[config.mk]
export PLATFORM = sky130hd
export DESIGN_NAME = tx_byte_trimmer
export DESIGN_NICKNAME = d
export VERILOG_FILES = /design/src/rtl/tx_trim_pkg.sv /design/src/rtl/tx_trim_ctrl.sv /design/src/rtl/tx_trim_datapath.sv /design/src/rtl/tx_byte_trimmer.sv
export SDC_FILE = /design/constraint.sdc
export NUM_CORES = 1
export LEC_CHECK = 0
export BUFFER_PORTS_ARGS = -buffer_cell sky130_fd_sc_hd__clkbuf_2
export CAP_MARGIN = 20
export CORE_AREA = 2 2 97 99
export CTS_BUF_LIST = sky130_fd_sc_hd__clkbuf_8
export DETAILED_ROUTE_END_ITERATION = 10
export DIE_AREA = 0 0 99 101
export GPL_TIMING_DRIVEN = 0
export HOLD_SLACK_MARGIN = 0.03
export PLACE_DENSITY = 0.77
export SYNTH_ARGS = -nofsm -noshare
export SYNTH_HDL_FRONTEND = slang
export SYNTH_HIERARCHICAL = 1
export SYNTH_SLANG_ARGS = --single-unit
[constraint.sdc]
create_clock -name clk -period 7.3 [get_ports clk]
set_input_delay 0 -clock clk [delete_from_list [all_inputs] [get_ports clk]]
set_output_delay 0 -clock clk [all_outputs]
set_load 0.03 [all_outputs]
[src/rtl/tx_trim_pkg.sv]
package tx_trim_pkg;
  localparam int WORD_BYTES = 4;
  localparam int IDX_W = $clog2(WORD_BYTES);

  typedef struct packed {
    logic             load;
    logic [IDX_W-1:0] firstPos;
    logic [IDX_W:0]   nBytes;
    logic             bigEnd;
  } strobe_t;
endpackage

[src/rtl/tx_trim_ctrl.sv]
module tx_trim_ctrl
  import tx_trim_pkg::*;
#(
  parameter int COUNT_W = 14,
  parameter int SIZE_W  = 16
) (
  input  logic                 clk,
  input  logic                 rstN,
  input  logic                 ctlWr,
  input  logic                 sizeWr,
  input  logic [SIZE_W-1:0]    sizeBytes,
  input  logic                 setupWr,
  input  logic [COUNT_W-1:0]   setupCount,
  input  logic [IDX_W-1:0]     setupStartOff,
  input  logic [IDX_W-1:0]     setupEndOff,
  input  logic                 setupBigEndian,
  input  logic                 dataWr,
  input  logic                 busy,
  output logic                 setupErr,
  output strobe_t              strobe
);
  localparam int NB_W = IDX_W + 1;
  localparam logic [NB_W-1:0] FULL = NB_W'(WORD_BYTES);

  logic [COUNT_W-1:0] cntQ;
  logic [IDX_W-1:0]   startQ, endQ;
  logic               bigQ;
  logic [SIZE_W-1:0]  remQ, sizeQ;
  logic               sizeLd, ctlLd;

  logic               accept, setupOk;
  logic [IDX_W-1:0]   headTrim, tailTrim;
  logic [NB_W-1:0]    room, nKeep;

  assign setupOk = sizeLd && ctlLd;
  assign accept  = dataWr && !busy && !setupWr;

  always_comb begin
    headTrim = (cntQ != '0) ? startQ : '0;
    tailTrim = (cntQ == '0) ? endQ : '0;
    room     = FULL - NB_W'(headTrim);
    if (remQ < SIZE_W'(WORD_BYTES)) begin
      nKeep = (remQ[NB_W-1:0] < room) ? remQ[NB_W-1:0] : room;
    end else begin
      nKeep = room - NB_W'(tailTrim);
    end
  end

  always_comb begin
    strobe.load     = accept;
    strobe.firstPos = headTrim;
    strobe.nBytes   = nKeep;
    strobe.bigEnd   = bigQ;
  end

  always_ff @(posedge clk or negedge rstN) begin
    if (!rstN) begin
      cntQ     <= '0;
      startQ   <= '0;
      endQ     <= '0;
      bigQ     <= 1'b0;
      remQ     <= '0;
      sizeQ    <= '0;
      sizeLd   <= 1'b0;
      ctlLd    <= 1'b0;
      setupErr <= 1'b0;
    end else begin
      setupErr <= setupWr && !setupOk;
      if (setupWr) begin
        if (setupOk) begin
          cntQ   <= setupCount;
          startQ <= setupStartOff;
          endQ   <= setupEndOff;
          bigQ   <= setupBigEndian;
          remQ   <= sizeQ;
          sizeLd <= 1'b0;
          ctlLd  <= 1'b0;
        end
      end else if (accept) begin
        if (cntQ != '0) cntQ <= cntQ - 1'b1;
        startQ <= '0;
        remQ   <= remQ - SIZE_W'(nKeep);
      end
      if (sizeWr) begin
        sizeQ  <= sizeBytes;
        sizeLd <= 1'b1;
      end
      if (ctlWr) ctlLd <= 1'b1;
    end
  end
endmodule

[src/rtl/tx_trim_datapath.sv]
module tx_trim_datapath
  import tx_trim_pkg::*;
(
  input  logic        clk,
  input  logic        rstN,
  input  strobe_t     strobe,
  input  logic [8*WORD_BYTES-1:0] dataWord,
  input  logic        outReady,
  output logic        outValid,
  output logic [7:0]  outData,
  output logic        busy
);
  logic [8*WORD_BYTES-1:0] wordQ;
  logic [IDX_W-1:0]        posQ, lastQ;
  logic                    bigQ, activeQ;
  logic [7:0]              byteLane [WORD_BYTES];
  logic [IDX_W-1:0]        laneSel;

  for (genvar g = 0; g < WORD_BYTES; g++) begin : g_lane
    assign byteLane[g] = wordQ[8*g +: 8];
  end

  assign laneSel  = bigQ ? IDX_W'(WORD_BYTES - 1) - posQ : posQ;
  assign outData  = byteLane[laneSel];
  assign outValid = activeQ;
  assign busy     = activeQ;

  always_ff @(posedge clk or negedge rstN) begin
    if (!rstN) begin
      wordQ   <= '0;
      posQ    <= '0;
      lastQ   <= '0;
      bigQ    <= 1'b0;
      activeQ <= 1'b0;
    end else if (strobe.load) begin
      if (strobe.nBytes != '0) begin
        wordQ   <= dataWord;
        bigQ    <= strobe.bigEnd;
        posQ    <= strobe.firstPos;
        lastQ   <= IDX_W'({1'b0, strobe.firstPos} + strobe.nBytes - 1'b1);
        activeQ <= 1'b1;
      end
    end else if (activeQ && outReady) begin
      if (posQ == lastQ) activeQ <= 1'b0;
      else               posQ    <= posQ + 1'b1;
    end
  end
endmodule

[src/rtl/tx_byte_trimmer.sv]
module tx_byte_trimmer
  import tx_trim_pkg::*;
#(
  parameter int COUNT_W = 14,
  parameter int SIZE_W  = 16
) (
  input  logic               clk,
  input  logic               rstN,
  input  logic               ctlWr,
  input  logic               sizeWr,
  input  logic [SIZE_W-1:0]  sizeBytes,
  input  logic               setupWr,
  input  logic [COUNT_W-1:0] setupCount,
  input  logic [1:0]         setupStartOff,
  input  logic [1:0]         setupEndOff,
  input  logic               setupBigEndian,
  input  logic               dataWr,
  input  logic [31:0]        dataWord,
  output logic               busy,
  output logic               setupErr,
  output logic               outValid,
  output logic [7:0]         outData,
  input  logic               outReady
);
  strobe_t strobe;

  tx_trim_ctrl #(.COUNT_W(COUNT_W), .SIZE_W(SIZE_W)) u_ctrl (
    .clk(clk), .rstN(rstN), .ctlWr(ctlWr), .sizeWr(sizeWr),
    .sizeBytes(sizeBytes), .setupWr(setupWr), .setupCount(setupCount),
    .setupStartOff(setupStartOff), .setupEndOff(setupEndOff),
    .setupBigEndian(setupBigEndian), .dataWr(dataWr), .busy(busy),
    .setupErr(setupErr), .strobe(strobe)
  );

  tx_trim_datapath u_dp (
    .clk(clk), .rstN(rstN), .strobe(strobe), .dataWord(dataWord),
    .outReady(outReady), .outValid(outValid), .outData(outData), .busy(busy)
  );
endmodule

==> results of run 1 <==
cell families after synthesis:
family,after synthesis,share of synthesized area
AND/OR/NAND/NOR,116,0.122
buffers and inverters,42,0.0367
XOR/XNOR,9,0.0195
multiplexers,67,0.179
flip-flops,92,0.479
adder cells (fa/ha/maj),10,0.0276
AO/OA/AOI/OAI,94,0.136
Yosys cell counts (5+ instances only):
cell type / n
sky130_fd_sc_hd__buf_2: 6
sky130_fd_sc_hd__or4_1: 5
sky130_fd_sc_hd__o311a_1: 5
sky130_fd_sc_hd__nand2_1: 26
sky130_fd_sc_hd__mux2i_1: 10
sky130_fd_sc_hd__nor2_1: 33
sky130_fd_sc_hd__o22a_1: 11
sky130_fd_sc_hd__mux2_2: 49
sky130_fd_sc_hd__ha_1: 9
sky130_fd_sc_hd__inv_1: 18
sky130_fd_sc_hd__nand3_1: 8
sky130_fd_sc_hd__dfrtp_1: 92
sky130_fd_sc_hd__a21oi_1: 26
sky130_fd_sc_hd__nor3_1: 11
sky130_fd_sc_hd__o21ai_0: 11
sky130_fd_sc_hd__a31oi_1: 5
sky130_fd_sc_hd__clkbuf_1: 13
sky130_fd_sc_hd__nor4_1: 8
sky130_fd_sc_hd__mux4_1: 8
sky130_fd_sc_hd__nand4_1: 5
sky130_fd_sc_hd__o22ai_1: 10
per-stage QoR:
stage	cells	util
floorplan	430	-
global placement	624	0.597
detailed placement	625	0.600
CTS	707	0.694
global route	708	0.695
finish	708	0.695
state kept, by name, summed over array words and instances (netlist names):
name,flops
u_dp/wordQ,32
u_ctrl/endQ,2
u_ctrl/ctlLd,1
u_ctrl/setupErr,1
u_ctrl/remQ,16
u_ctrl/cntQ,14
u_ctrl/bigQ,1
u_ctrl/sizeLd,1
u_ctrl/startQ,2
u_dp/posQ,2
u_dp/bigQ,1
u_dp/busy,1
u_dp/lastQ,2
u_ctrl/sizeQ,16
path summary, 6_finish.rpt:
kind / slack, ps / end
worst max-delay path: 2250 / u_ctrl/remQ[12]
worst min-delay path: 40 / u_ctrl/cntQ[12]
worst max register to register: 2250 / u_ctrl/remQ[12]
worst min register to register: 500 / u_ctrl/startQ[0]
max in group asynchronous: 6440 / u_dp/lastQ[0]
min in group asynchronous: 210 / u_ctrl/cntQ[4]
worst max-delay path, cell delays in order, from the launching register on:
cell                       delay [ps]
sky130_fd_sc_hd__dfrtp_1          410
sky130_fd_sc_hd__inv_1            100
sky130_fd_sc_hd__ha_1             190
sky130_fd_sc_hd__nor3b_1          450
sky130_fd_sc_hd__clkbuf_2         280
sky130_fd_sc_hd__nand4_1          200
sky130_fd_sc_hd__and2_1           330
sky130_fd_sc_hd__inv_1             70
sky130_fd_sc_hd__ha_1             200
sky130_fd_sc_hd__inv_1             60
sky130_fd_sc_hd__ha_1             300
sky130_fd_sc_hd__a211o_1          270
sky130_fd_sc_hd__o211ai_1         290
sky130_fd_sc_hd__ha_1             230
sky130_fd_sc_hd__inv_1             50
sky130_fd_sc_hd__fa_1             390
sky130_fd_sc_hd__a211o_1          360
sky130_fd_sc_hd__nor3_1           360
sky130_fd_sc_hd__a21oi_1          110
sky130_fd_sc_hd__nand2b_1         150
sky130_fd_sc_hd__a21oi_1          160
area by class of cell:
class | count | area [sq um] | area share
plain buffers | 23 | 105 | 0.0169
clock buffers | 9 | 124 | 0.0199
multi-input cells | 296 | 2330 | 0.373
well taps | 111 | 139 | 0.0223
repair buffers | 151 | 1110 | 0.178
flip-flops and latches | 92 | 2300 | 0.369
clock inverters | 7 | 57.6 | 0.00923
inverters | 19 | 71.3 | 0.0114
routing by layer:
| metal | track usage | share of wire |
|---|---|---|
| met1 | 0.316 | 0.43 |
| met2 | 0.422 | 0.50 |
| met3 | 0.0402 | 0.046 |
| met4 | 0.0864 | 0.020 |
| met5 | 0 | 0 |
where the power goes:
part | switching, mW | leakage [nW] | internal, mW
registers | 0.166 | 1.09 | 0.697
clock network | 0.193 | 0.0886 | 0.129
logic | 0.538 | 1.62 | 0.476
total | 0.896 | 2.79 | 1.30
what timing repair did:
item,CTS,global route
endpoints found under the hold margin,109,0
resized for setup,0,0
hold buffers,66,0
setup endpoints to repair,0,0
==> results.txt, run 1 <==
* Aggregate routed wire length: 11600 microns
* CTS tree: done
* Sequential fraction of the synthesis area: 0.479
- Startpoint of the lowest-slack register-to-register path: u_ctrl/cntQ[0]
- Across the routed clock network, the largest skew measured is roughly 13 ps.
* Type of the worst setup path: reg2reg
- Max Clock Freq: 198 MHz
* Synth Instances: 430
- Routed length per placed instance: between 15 and 20 microns
* Top cell type's share of synthesized area: 0.479
- The floorplan step defined a die boundary enclosing 10000 sq um.
- The count of buffers added on input and output ports is 83.
- Via-to-Cell Ratio: 5.76
* Maximum level of the CTS H-tree: 3
- Depth of the worst register-to-register path: 20
- VDD sags by at most approximately 0.00015 V.
* Leakage: between 2 and 3 nW
- Along the worst hold path, the cell count comes to 4.
* Worst-skew pair later-pin latency: 360 ps
- Global routing finished with a remaining overflow of 0.
* Number of filler instances in the final layout: 617
- The final hold violation count was 0.
* Start point of the critical path: u_ctrl/cntQ[0]
- Of all cell types, the one taking the most synthesized area is sky130_fd_sc_hd__dfrtp_1.
- Worst setup SP type: register
- Final estimated routing congestion in global placement: 0.879
- The most used flip-flop cell after synthesis is sky130_fd_sc_hd__dfrtp_1.
- The first global-routing pass estimated slightly below 20000 microns of wire.
* CTS clk-pin slew, worst paths: 100 ps
* Largest net degree at the start of global routing: 49
- Starting Density: 0.535
* Total iterations of the first detailed-routing run: 4
- In this run, synthesis produced a sequential element count of 92.
- Yosys printed 6 warnings.
- After routing the design area is 6240 sq um.
* Number of enable-type register cells in the synthesized netlist: 0
* Post-route total power: 2.20 mW
* Core ar.: 8980 sq um
* CP Max Fanout: 7
* Setup-violating endpoint count in the final report: 0
- Setup repair after global routing left no endpoint under its margin.
- In this run, distinct cell masters in the synthesized netlist total 57.
- Path type of the worst min-delay path: in2reg
* Ratio of final minimum period to clock period: 0.692
- Result of the run: finished, final reports clean
* Cell area after placement: approximately 5400 sq um
- The tool flagged a number of max-cap violations equal to 0.
- Crit path time final: 5050 ps
- In this run the power density over the cells is 353 nW/um^2.
- Headroom to the max-slew limit came out at 0.359.
- The initial antenna violation count came to 0.
* Synth-to-layout area growth: 29.8%
- Antenna diodes: 0
* Crit end category: register
* Leading cell type in the layout, fill and taps excluded: sky130_fd_sc_hd__dfrtp_1
* Most frequent cells in the layout: sky130_fd_sc_hd__dfrtp_1, sky130_fd_sc_hd__clkbuf_2, sky130_fd_sc_hd__dlygate4sd3_1
- Post-synth net total: between 500 and 600
- After the last flow step, the layout net total stands at 676.
- CTS buffer count: 9
- Each instance of the synthesized netlist takes up on average 11.2 sq um.
- Of the cells placed in the final design, the portion with a size suffix greater than 1 is 0.280.
* GRT Util Overall: 0.245
* Row count: 35
- Number of top-level design ports: 85
- Biggest area contributors in the synthesized netlist: sky130_fd_sc_hd__dfrtp_1, sky130_fd_sc_hd__mux2_2, sky130_fd_sc_hd__mux4_1
- On the final layout, the worst hold slack is approximately 43 ps.
* Vertical die dimension: 101 microns
* TritonCTS Sinks: just over 90
- Post-CTS setup buffer count: 0
- Vias in the first global route: approximately 4000
- Setup Slack @ Placement: 1960 ps
* Async set-reset flop share out of synthesis: 1.00
- Count of final max-slew check failures: 0
* Initial drt markers: 282
- Synthesized area: 4810 sq um
* Width of the chip: 99 microns
- In this run the most critical hold path is launched from setupCount[12].
* Via count: 4077
- For the final routed database, the setup TNS stands at 0 ps.
- CTS Root Cell: sky130_fd_sc_hd__clkbuf_8
- Residual DRC count: 0
* Remaining antenna violation count after routing: 0
- Worst setup slack after layout: ~2200 ps
- Least-Margin Pin Slew: roughly 950 ps
- Half-perimeter wire length of the detailed placement result: between 7000 and 8000 microns
- Arrival time of data at the critical path endpoint: 5330 ps
- The clock passes through at most 2 buffers.
- STA puts the critical path data required time at roughly 7600 ps.
No activity file was read; power rests on OpenSTA's default activity.
==> inputs of run 2 (changes only) <==
ABC_AREA = 1   (was not set)
CORE_AREA = 2 2 101 103   (was 2 2 97 99)
DIE_AREA = 0 0 103 105   (was 0 0 99 101)
clock period = 5.25 ns   (was 7.3 ns; I/O delays follow)
==> run 2 against run 1 <==
Compared with the run above:
- combinational power increased by 70%
- synthesized cell count rose by 60%
- largest power group unchanged
- worst setup slack worse by 1200 ps
- highest routed layer unchanged
- critical path type unchanged
- sequential power increased by 34%
- area after synthesis up 9.5%
==> results.txt, run 2 <==
- The run finished with clean final reports.
- The worst endpoint data arrival time came to 4420 ps (-910 ps).
- Setup repair after global routing left no endpoint under its margin.
- The final critical-path share of the clock period was 0.792 (+0.0996).
- CTS tree: done
- CTS buffer count: 9 (unchanged)
- Most frequent cells in the layout: sky130_fd_sc_hd__nand2_1, sky130_fd_sc_hd__dfrtp_1, sky130_fd_sc_hd__clkbuf_2
- Count of final max-slew check failures: 0 (unchanged)
* Vias in the first global route: 5041 (+23%)
- Maximum level of the CTS H-tree: 3 (unchanged)
- Post-layout utilization of the core: 0.706 (+0.0114)
- The post-detailed-route count of antenna-violating nets is 0 (unchanged).
* Cell area after placement: 5860 sq um (+8.8%)
- Leakage: 3.52 nW (+26%)
- Async set-reset flop share out of synthesis: 1.00 (unchanged)
- GRT Util Overall: 0.265 (+0.0193)
* Total iterations of the first detailed-routing run: 5 (+1)
- Placed cells: 906 (+45%)
- The count of pins on the block boundary is 85 (unchanged).
* Least-Margin Pin Slew: 795 ps (-158 ps)
- The minimum clock period after layout is 4160 ps (-896 ps).
* Total area of multi-input combinational cells: 2460 sq um (+5.9%)
- The overall power consumption was 3.44 mW (+57%).
* Final Hold Slack: 32.2 ps (-11.0 ps)
- Path type of the worst min-delay path: in2reg
* Number of synthesized register bits: 92 (unchanged)
- Max-slew headroom at the worst pin: 0.470 (+0.111)
- Core ar.: 9640 sq um (+7.4%)
- The clock latency on the worst-skew pair was 370 ps (about the same).
- The maximum clock frequency was 241 MHz (+22%).
- The HPWL reported at the end of detailed placement was 9330 microns (+20%).
- The post-cts repair resize count is 0 (unchanged).
- The number of nets produced by synthesis was 774 (+51%).
- The areal power density over the cells came to 506 nW/um^2 (+43%).
* Biggest area consumer among synthesized cells: sky130_fd_sc_hd__dfrtp_1
- The initial antenna violation count is 0 (unchanged).
- Setup-violating endpoint count in the final report: 0 (unchanged)
* Count of maximum capacitance violations: 0 (unchanged)
* Aggregate routed wire length: 13900 microns (+20%)
- Leaving out fill and tap cells, the most frequent cell in the layout is sky130_fd_sc_hd__nand2_1.
- Initial drt markers: 279 (-1.1%)
* Number of filler instances in the final layout: 769 (+25%)
- The count of input and output buffers came to 82 (-1.2%).
- The final-layout setup total negative slack is 0 ps (unchanged).
- Synth Instances: 690 (+60%)
- The mean number of vias per cell is 5.20 (-9.7%).
- Ratio of cells with drive above 1 in the final layout: 0.178 (-0.102)
- Starting Density: 0.546 (+0.0107)
- Sequential fraction of the synthesis area: 0.437 (-0.0417)
- The number of clock sinks is 92 (unchanged).
* Overflow left after global routing: 0 (unchanged)
* Biggest area contributors in the synthesized netlist: sky130_fd_sc_hd__dfrtp_1, sky130_fd_sc_hd__nand2_1, sky130_fd_sc_hd__o21ai_0
- The remaining design rule violation count came to 0 (unchanged).
- The standard-cell row count was 36 (+2.9%).
- The overall die width is 103 microns (+4.0%).
* Peak VDD IR: 0.000326 V (+120%)
- Largest net degree at the start of global routing: 57 (+16%)
- In this run the clock root is driven by a sky130_fd_sc_hd__clkbuf_8.
- The largest registers in the layout are u_dp/wordQ x32, u_ctrl/remQ x16, u_ctrl/sizeQ x16.
* Count of placed standard cells in the final layout, fillers left out: 993 (+40%)
- Synth-to-layout area growth: 29.3%
* Maximum number of buffers from clock root to sink: 2 (unchanged)
- Worst setup slack after layout: 1090 ps (-1150 ps)
* Synthesized area: 5260 sq um (+9.5%)
* Via count: 5164 (+27%)
- Register with the most flip-flops: u_dp/wordQ
* Routed length per placed instance: 14.0 microns (-14%)
* Yosys warning count: 6 (unchanged)
* CTS clk-pin slew, worst paths: 90 ps (about the same)
- Average footprint of a synthesized cell: 7.63 sq um (-32%)
- The maximum fanout along the worst path came to 8 (+1).
- Yosys instantiated no cell more often than sky130_fd_sc_hd__nand2_1.
* Post-CTS setup buffer count: 0 (unchanged)
* Number of flip-flops in the largest register: 32 (unchanged)
- Most common library cells after synthesis: sky130_fd_sc_hd__nand2_1, sky130_fd_sc_hd__dfrtp_1, sky130_fd_sc_hd__inv_1
- Required @ worst endpoint: 5510 ps (-2070 ps)
* Vertical die dimension: 105 microns (+4.0%)
- The setup slack after placement is 1120 ps (-845 ps).
- The area taken by flip-flops and latches was 2300 sq um (unchanged).
- The hold buffer count at cts was 71 (+7.6%).
* Hold Vio Cnt, Final: 0 (unchanged)
- Predominant post-synthesis flop cell: sky130_fd_sc_hd__dfrtp_1
- STA classifies the critical path startpoint as a register.
* Number of enable-type register cells in the synthesized netlist: 0 (unchanged)
- The placer's final routability congestion estimate came to 0.933 (+6.2%).
- The wire length of the first global-routing pass was 22700 microns (+16%).
- Top cell type's share of synthesized area: 0.437 (-0.0417)
- Maximum clock skew at final layout: 11.4 ps (-1.60 ps)
- Post-Layout Inst Area: 6810 sq um (+9.1%)
* Post-layout net count: 939 (+39%)
- The worst setup path is captured at a register.
- The critical path is of the reg2reg type.
- The unique cell type count in the Yosys netlist came to 42 (-26%).
- The final antenna diode count is 0 (unchanged).
* Die ar.: 10800 sq um (+8.2%)
## run 2: cell count changes after synthesis, moves of 10 or more
| cell | previous run | this run |
|---|---|---|
| sky130_fd_sc_hd__mux2i_1 | 10 | 0 |
| sky130_fd_sc_hd__o22ai_1 | 10 | 0 |
| sky130_fd_sc_hd__o211ai_1 | 1 | 12 |
| sky130_fd_sc_hd__o22a_1 | 11 | 0 |
| sky130_fd_sc_hd__nand3_1 | 8 | 30 |
| sky130_fd_sc_hd__mux2_2 | 49 | 0 |
| sky130_fd_sc_hd__inv_1 | 18 | 75 |
| sky130_fd_sc_hd__o21ai_0 | 11 | 64 |
| sky130_fd_sc_hd__o21ai_1 | 0 | 10 |
| sky130_fd_sc_hd__nand2_1 | 26 | 230 |
| sky130_fd_sc_hd__nor2_1 | 33 | 49 |
## run 2: path summary, 6_finish.rpt
| kind | start | cells past startpoint | slack [ps] | to |
|---|---|---|---|---|
| max | u_ctrl/cntQ[0] | 27 | 1090 | u_ctrl/remQ[8] |
| min | sizeWr | 2 | 30 | u_ctrl/sizeQ[8] |
| max reg2reg | u_ctrl/cntQ[0] | 27 | 1090 | u_ctrl/remQ[8] |
| min reg2reg | u_dp/wordQ[26] | 2 | 480 | u_dp/wordQ[26] |
| max in group asynchronous | rstN | 3 | 4290 | u_ctrl/sizeQ[10] |
| min in group asynchronous | rstN | 2 | 290 | u_dp/wordQ[18] |
## run 2: final cells by class
cell class	count	area share
multi-input combinational	490	0.362
sequential	92	0.338
timing repair buffer	154	0.168
inverter	83	0.0469
buffer	25	0.0261
tap	133	0.0244
clock buffer	9	0.0182
clock inverter	7	0.0160
## run 2: cells by family after synthesis
group,after synthesis,share of synthesized area
flip-flops,92,0.437
XOR/XNOR,10,0.0181
AND/OR/NAND/NOR,340,0.276
adder cells (fa/ha/maj),10,0.0252
AO/OA/AOI/OAI,130,0.149
buffers and inverters,108,0.0944
## run 2: per-layer routing
layer	vias up	share of wire	track usage
met5	-	0	0
met4	0	0.020	0.104
met3	28	0.043	0.0401
met2	152	0.51	0.455
met1	2442	0.43	0.329
li1	2542	-	-
## run 2: critical path: stages, from the launching register on
cell                      delay [ps]
sky130_fd_sc_hd__dfrtp_1         380
sky130_fd_sc_hd__inv_1           150
sky130_fd_sc_hd__ha_1            240
sky130_fd_sc_hd__nand2_2         140
sky130_fd_sc_hd__nor2_8          230
sky130_fd_sc_hd__nand2_4          90
sky130_fd_sc_hd__nand2_1         100
sky130_fd_sc_hd__ha_1            230
sky130_fd_sc_hd__inv_1           100
sky130_fd_sc_hd__ha_1            300
sky130_fd_sc_hd__o21ai_0          80
sky130_fd_sc_hd__a21oi_1         140
sky130_fd_sc_hd__nand2_1         110
sky130_fd_sc_hd__nand2_1         110
sky130_fd_sc_hd__nand2_1          60
sky130_fd_sc_hd__nand3_1         130
sky130_fd_sc_hd__ha_1            170
sky130_fd_sc_hd__inv_1            60
sky130_fd_sc_hd__fa_1            380
sky130_fd_sc_hd__nand2_1          90
sky130_fd_sc_hd__nand2_1          90
sky130_fd_sc_hd__nor2_1          120
sky130_fd_sc_hd__nand2_1         110
sky130_fd_sc_hd__nor2_1          130
sky130_fd_sc_hd__xnor2_1         130
sky130_fd_sc_hd__nand2_1          70
sky130_fd_sc_hd__nand2_1          70
sky130_fd_sc_hd__nand2_1          50
## run 2: power by group
part | switching, mW | leakage (nW) | total, mW | internal, mW
registers | 0.195 | 1.13 | 1.16 | 0.965
clock network | 0.253 | 0.123 | 0.564 | 0.312
logic | 1.13 | 2.27 | 1.72 | 0.591
total | 1.58 | 3.52 | 3.44 | 1.87
